==> config.mk <==
export PLATFORM = sky130hd
export DESIGN_NAME = mux_scan_wrapper
export DESIGN_NICKNAME = d
export VERILOG_FILES = /design/src/rtl/mux_scan_pkg.sv /design/src/rtl/scan_mode_ctrl.sv /design/src/rtl/scan_demo_core.sv /design/src/rtl/scan_cell_array.sv /design/src/rtl/mux_scan_wrapper.sv
export SDC_FILE = /design/constraint.sdc
export NUM_CORES = 1
export LEC_CHECK = 0
export ABC_AREA = 1
export ABC_CLOCK_PERIOD_IN_PS = 800
export CORE_AREA = 3 3 40 42
export CTS_BUF_LIST = sky130_fd_sc_hd__clkbuf_4
export DETAILED_ROUTE_END_ITERATION = 16
export DIE_AREA = 0 0 43 45
export PLACE_DENSITY = 0.8
export SLEW_MARGIN = 30
export SYNTH_ARGS = -nofsm -noshare
export SYNTH_HDL_FRONTEND = slang
export SYNTH_SLANG_ARGS = --single-unit
export TNS_END_PERCENT = 1
==> constraint.sdc <==
create_clock -name clk -period 0.8 [get_ports clk]
set_input_delay 0.08 -clock clk [delete_from_list [all_inputs] [get_ports clk]]
set_output_delay 0.08 -clock clk [all_outputs]
set_load 0.01 [all_outputs]
==> src/rtl/mux_scan_pkg.sv <==
package mux_scan_pkg;

  // Per-clock action chosen by the control for every cell
  typedef struct packed {
    logic clear;
    logic shift;
    logic capture;
  } scan_strobe_t;

endpackage

==> src/rtl/scan_mode_ctrl.sv <==
module scan_mode_ctrl
  import mux_scan_pkg::*;
(
  input  logic         rst,
  input  logic         testCtl,
  output scan_strobe_t strobe
);

  // Reset has priority over both shift and capture
  always_comb begin
    strobe = '0;
    if (rst)          strobe.clear   = 1'b1;
    else if (testCtl) strobe.shift   = 1'b1;
    else              strobe.capture = 1'b1;
  end

endmodule

==> src/rtl/scan_demo_core.sv <==
module scan_demo_core #(
  parameter int NUM_CELLS = 10,
  parameter int PI_W      = 4,
  parameter int PO_W      = 4
) (
  input  logic [NUM_CELLS-1:0] stateQ,
  input  logic [PI_W-1:0]      pi,
  output logic [NUM_CELLS-1:0] nextState,
  output logic [PO_W-1:0]      po
);

  for (genvar i = 0; i < NUM_CELLS; i++) begin : g_next
    assign nextState[i] = stateQ[(i + NUM_CELLS - 1) % NUM_CELLS] ^ pi[i % PI_W];
  end

  for (genvar j = 0; j < PO_W; j++) begin : g_out
    assign po[j] = stateQ[j % NUM_CELLS] ^ pi[j % PI_W];
  end

endmodule

==> src/rtl/scan_cell_array.sv <==
module scan_cell_array
  import mux_scan_pkg::*;
#(
  parameter int NUM_CELLS  = 10,
  parameter int NUM_CHAINS = 3
) (
  input  logic                                   clk,
  input  scan_strobe_t                           strobe,
  input  logic [NUM_CHAINS-1:0]                  scanIn,
  input  logic [NUM_CELLS-1:0]                   coreNext,
  output logic [NUM_CELLS-1:0]                   stateQ,
  output logic [NUM_CHAINS*((NUM_CELLS+NUM_CHAINS-1)/NUM_CHAINS)-1:0] slotQ,
  output logic [NUM_CHAINS-1:0]                  scanOut
);

  localparam int CHAIN_LEN = (NUM_CELLS + NUM_CHAINS - 1) / NUM_CHAINS;
  localparam int NUM_SLOTS = CHAIN_LEN * NUM_CHAINS;
  localparam int PAD_CNT   = NUM_SLOTS - NUM_CELLS;
  localparam int PAD_BASE  = (NUM_CHAINS - 1) * CHAIN_LEN;

  logic [NUM_SLOTS-1:0] slotReg;

  // Slot index = chain * CHAIN_LEN + position; position 0 is the scan-in end
  for (genvar c = 0; c < NUM_CHAINS; c++) begin : g_chain
    for (genvar k = 0; k < CHAIN_LEN; k++) begin : g_cell
      localparam int  SLOT   = c * CHAIN_LEN + k;
      localparam bit  IS_PAD = (c == NUM_CHAINS - 1) && (k < PAD_CNT);
      localparam int  CELL   = (SLOT < PAD_BASE) ? SLOT : SLOT - PAD_CNT;

      logic shiftSrc;
      logic captureSrc;
      logic cellQ;

      if (k == 0) begin : g_head
        assign shiftSrc = scanIn[c];
      end else begin : g_body
        assign shiftSrc = slotReg[SLOT-1];
      end

      if (IS_PAD) begin : g_pad
        assign captureSrc = 1'b0;
      end else begin : g_real
        assign captureSrc = coreNext[CELL];
      end

      always_ff @(posedge clk) begin
        if (strobe.clear)        cellQ <= 1'b0;
        else if (strobe.shift)   cellQ <= shiftSrc;
        else if (strobe.capture) cellQ <= captureSrc;
      end

      assign slotReg[SLOT] = cellQ;
    end

    assign scanOut[c] = slotReg[c*CHAIN_LEN + CHAIN_LEN - 1];
  end

  // Gather the real cells into the core's state vector, skipping pads
  for (genvar i = 0; i < NUM_CELLS; i++) begin : g_state
    localparam int SRC = (i < PAD_BASE) ? i : i + PAD_CNT;
    assign stateQ[i] = slotReg[SRC];
  end

  assign slotQ = slotReg;

endmodule

==> src/rtl/mux_scan_wrapper.sv <==
module mux_scan_wrapper
  import mux_scan_pkg::*;
#(
  parameter int NUM_CELLS  = 10,
  parameter int NUM_CHAINS = 3,
  parameter int PI_W       = 4,
  parameter int PO_W       = 4
) (
  input  logic                  clk,
  input  logic                  rst,
  input  logic                  testCtl,
  input  logic [PI_W-1:0]       pi,
  input  logic [NUM_CHAINS-1:0] scanIn,
  output logic [PO_W-1:0]       po,
  output logic [NUM_CHAINS-1:0] scanOut
);

  localparam int CHAIN_LEN = (NUM_CELLS + NUM_CHAINS - 1) / NUM_CHAINS;
  localparam int NUM_SLOTS = CHAIN_LEN * NUM_CHAINS;

  scan_strobe_t         strobe;
  logic [NUM_CELLS-1:0] stateQ;
  logic [NUM_CELLS-1:0] coreNext;
  logic [NUM_SLOTS-1:0] slotQ;

  scan_mode_ctrl u_ctrl (
    .rst     (rst),
    .testCtl (testCtl),
    .strobe  (strobe)
  );

  scan_cell_array #(
    .NUM_CELLS  (NUM_CELLS),
    .NUM_CHAINS (NUM_CHAINS)
  ) u_cells (
    .clk      (clk),
    .strobe   (strobe),
    .scanIn   (scanIn),
    .coreNext (coreNext),
    .stateQ   (stateQ),
    .slotQ    (slotQ),
    .scanOut  (scanOut)
  );

  scan_demo_core #(
    .NUM_CELLS (NUM_CELLS),
    .PI_W      (PI_W),
    .PO_W      (PO_W)
  ) u_core (
    .stateQ    (stateQ),
    .pi        (pi),
    .nextState (coreNext),
    .po        (po)
  );

endmodule

==> results by group <==
Layout
  • Largest regs: u_cells.g_chain.g_cell.cellQ: 12 flops
  • N_diodes: 0
  • Design area: ~830 µm²
  • Layout overhead on the synthesized area: 44.3%
  • Final net count: 120
  • Max FFs per register: 12
  • Finished Layout Cells: 123
  • Share of layout cells above drive strength 1: 0.306
  • Filler cell count: 127
  • Reg with most FFs: u_cells.g_chain.g_cell.cellQ

Worst setup path
  • Kind of critical path: flip-flop to output port
  • FF-to-FF Start: u_cells.g_chain[1].g_cell[3].cellQ
  • Worst R2R End: u_cells.g_chain[2].g_cell[2].cellQ
  • WP data arrival: slightly below 0.9 ns
  • Crit-path max FO: 2
  • Number of cells on the worst reg-to-reg path: 6
  • Worst setup SP type: flip-flop
  • CP Capture Type: output port
  • R2r setup slk: 0 ns
  • Critical Path RT: 0.72 ns

Routing
  • DRC Markers: 0
  • DR vias: 552
  • Wirelength per Cell: roughly 9.4 µm
  • DR iter-0 viols: 9
  • WL final: 1.16 mm
  • Initial DRT Pass Iterations: 4
  • Final ANT Viol Nets: 0
  • Routed vias/inst: ~4.5

Timing
  • Final hold vios: 0
  • Final TNS setup: -0.717 ns
  • Hold_ws: 0.314 ns
  • Fmax: 1.03 GHz
  • Slew headroom: 0.881
  • Period utilization: 1.21
  • Max Transition Viols Final: 0
  • Final setup vio count: 5
  • Final min period: 0.966 ns
  • Worst Tran Pin Value: 0.178 ns
  • Final worst setup slack: -0.166 ns
  • Unrepaired setup endpoints after global routing: yes
  • Final clock skew: 0.00520 ns

Clock network
  • Setup bufs post-CTS: 0
  • Hold buffers post-CTS: 0
  • CTS tree: done
  • Root buffer cell: clkbuf_4
  • Clock sinks: 12
  • CTS clk-pin slew, worst paths: ~0.07 ns
  • Num CTS Buffers: 3
  • Clk Latency, worst-skew pair: 0.26 ns
  • H-Tree Depth: 1
  • CTS Buffer Depth: 2

Hold path
  • Hold-critical path depth: 4
  • Hold Path Class: primary input to flip-flop
  • Hold_sp: testCtl
  • Hold EP: u_cells.g_chain[0].g_cell[2].cellQ

Synthesis
  • Ys flop type: dfxtp_1
  • Syn nets: a little over 90
  • Cell taking the most area after synthesis: dfxtp_1
  • Area contributors post-synth: dfxtp_1 42%, nand2_1 10%, nor2_1 9.8%, nand3_1 7.8%, inv_1 6.5%
  • Count leader, synth: nand2_1
  • Register area share after synthesis: 0.416
  • Synth warn: 0
  • Number of enable flip-flop cells after synthesis: 0
  • #FFs+latches synth: 12
  • Top-area cell type share of the netlist area: 0.416
  • Post-synth ARST share: 0
  • Synth Area per Inst: 7.12 µm²
  • Syn Inst Count: 81
  • Synth unique cells: 13
  • Synth cell count leaders: 16 x nand2_1, 15 x nor2_1, 12 x dfxtp_1
  • Synthesized cell area: slightly below 600 µm²

Job
  • Number of max-cap violations: 0

GRT
  • GR peak layer: met2
  • Met1 Track Usage GR: 0.161
  • Total congestion overflow: 0
  • Met3 Usage GRT: 0.0239
  • First-pass GRT wire length: 1.93 mm
  • GR Util met2: 0.216
  • Initial antenna violation count: 0
  • Total track usage: 0.135
  • Vias in the first global route: 492
  • Largest net degree at the start of global routing: 16

Floorplan
  • Die footprint: between 1500 and 2000 µm²
  • Top Ports: 17
  • Initial core utilization: 0.449
  • Core region area: 1280 µm²
  • Die X: 43 µm
  • Chip Height: approximately 45 µm
  • Row Count: 13

Status
  • Status: finished with violations
  • Failing checks: setup timing

Placement
  • Worst slack at placement: -0.579 ns
  • Placed Instance Area: 811 µm²
  • GPL Wtd Cong: 0.776
  • Post-Place Cells: 120
  • Port bufs: 16
  • HPWL after DPL: 899 µm

Power and ir drop
  • Leak Pwr: 0.441 nW
  • Cell Pwr Density: 1630 nW/µm²
  • Peak supply drop: 0.765 mV
[report_power, final]
| part | switching (W) | internal, W | total, W | leakage, nW |
|---|---|---|---|---|
| registers | 0.0000274 | 0.000646 | 0.000674 | 0.101 |
| clock network | 0.000174 | 0.000174 | 0.000347 | 0.0138 |
| logic | 0.000153 | 0.000184 | 0.000337 | 0.326 |
| total | 0.000354 | 0.00100 | 0.00136 | 0.441 |
[layer usage]
layer	share of wire	vias to the layer above	wire (µm)
met2	0.50	13	576
met3	0.061	2	71
met5	0	-	0
met4	0.0078	0	9
li1	-	299	-
met1	0.43	238	502
[per-stage QoR]
step | total power, W | util
global placement | 0.00103 | 0.631
detailed placement | 0.00104 | 0.631
global route | 0.00145 | 0.648
finish | 0.00136 | 0.648
floorplan | 0.000848 | -
CTS | 0.00138 | 0.638
[how the worst max path moves through the flow]
| stage | start | to | slack, ns |
|---|---|---|---|
| 5_1_grt | u_cells.g_chain[0].g_cell[2].cellQ | po[2] | -0.24 |
| 2_1_floorplan | u_cells.g_chain[0].g_cell[3].cellQ | u_cells.g_chain[1].g_cell[0].cellQ | 0.12 |
| 3_3_place_gp | pi[3] | po[3] | -0.54 |
| 4_1_cts | u_cells.g_chain[0].g_cell[0].cellQ | po[0] | -0.19 |
| 3_5_place_dp | pi[2] | po[2] | -0.58 |
| 6_report | u_cells.g_chain[0].g_cell[0].cellQ | po[0] | -0.17 |
[worst max-delay path, cell delays in order (launching register included)]
cell and delay, ns:
dfxtp_2 0.34, xor2_1 0.13, buf_2 0.15
[cell usage in the layout (no fill, tap or decap)]
cell type        count
nand2_1             16
buf_2                4
buf_6                4
dlymetal6s2s_1       1
dfxtp_1              6
clkbuf_4             3
inv_1               10
buf_4               12
dlygate4sd2_1        2
inv_2                1
clkdlybuf4s50_1      6
nand3_1              9
a21oi_2              1
xor2_1               4
nor2_1              15
nand3_2              1
nand2_4              1
dfxtp_2              6
a21oi_1              6
[cells by family (layout without fill, tap and decap cells)]
logic type      count (synthesis)  after routing  synth area share
flops                          12             12             0.416
compound gates                  7              7            0.0607
xor+xnor                        4              4            0.0607
simple gates                   42             42             0.317
buf+inv                        16             43             0.145
[cell type report]
| cell class | instances | area (µm²) | share of cell area |
|---|---|---|---|
| multi-input combinational | 53 | 256 | 0.308 |
| clock buffer | 3 | 22.5 | 0.0271 |
| tap | 15 | 18.8 | 0.0226 |
| sequential | 12 | 248 | 0.298 |
| inverter | 11 | 41.3 | 0.0496 |
| timing repair buffer | 29 | 245 | 0.295 |
[repair_timing]
action	in CTS	in global routing
resized for setup	39	3
setup endpoints to repair	11	19
pin swaps	0	1
Note: power is estimated with default switching activity, not from simulation.
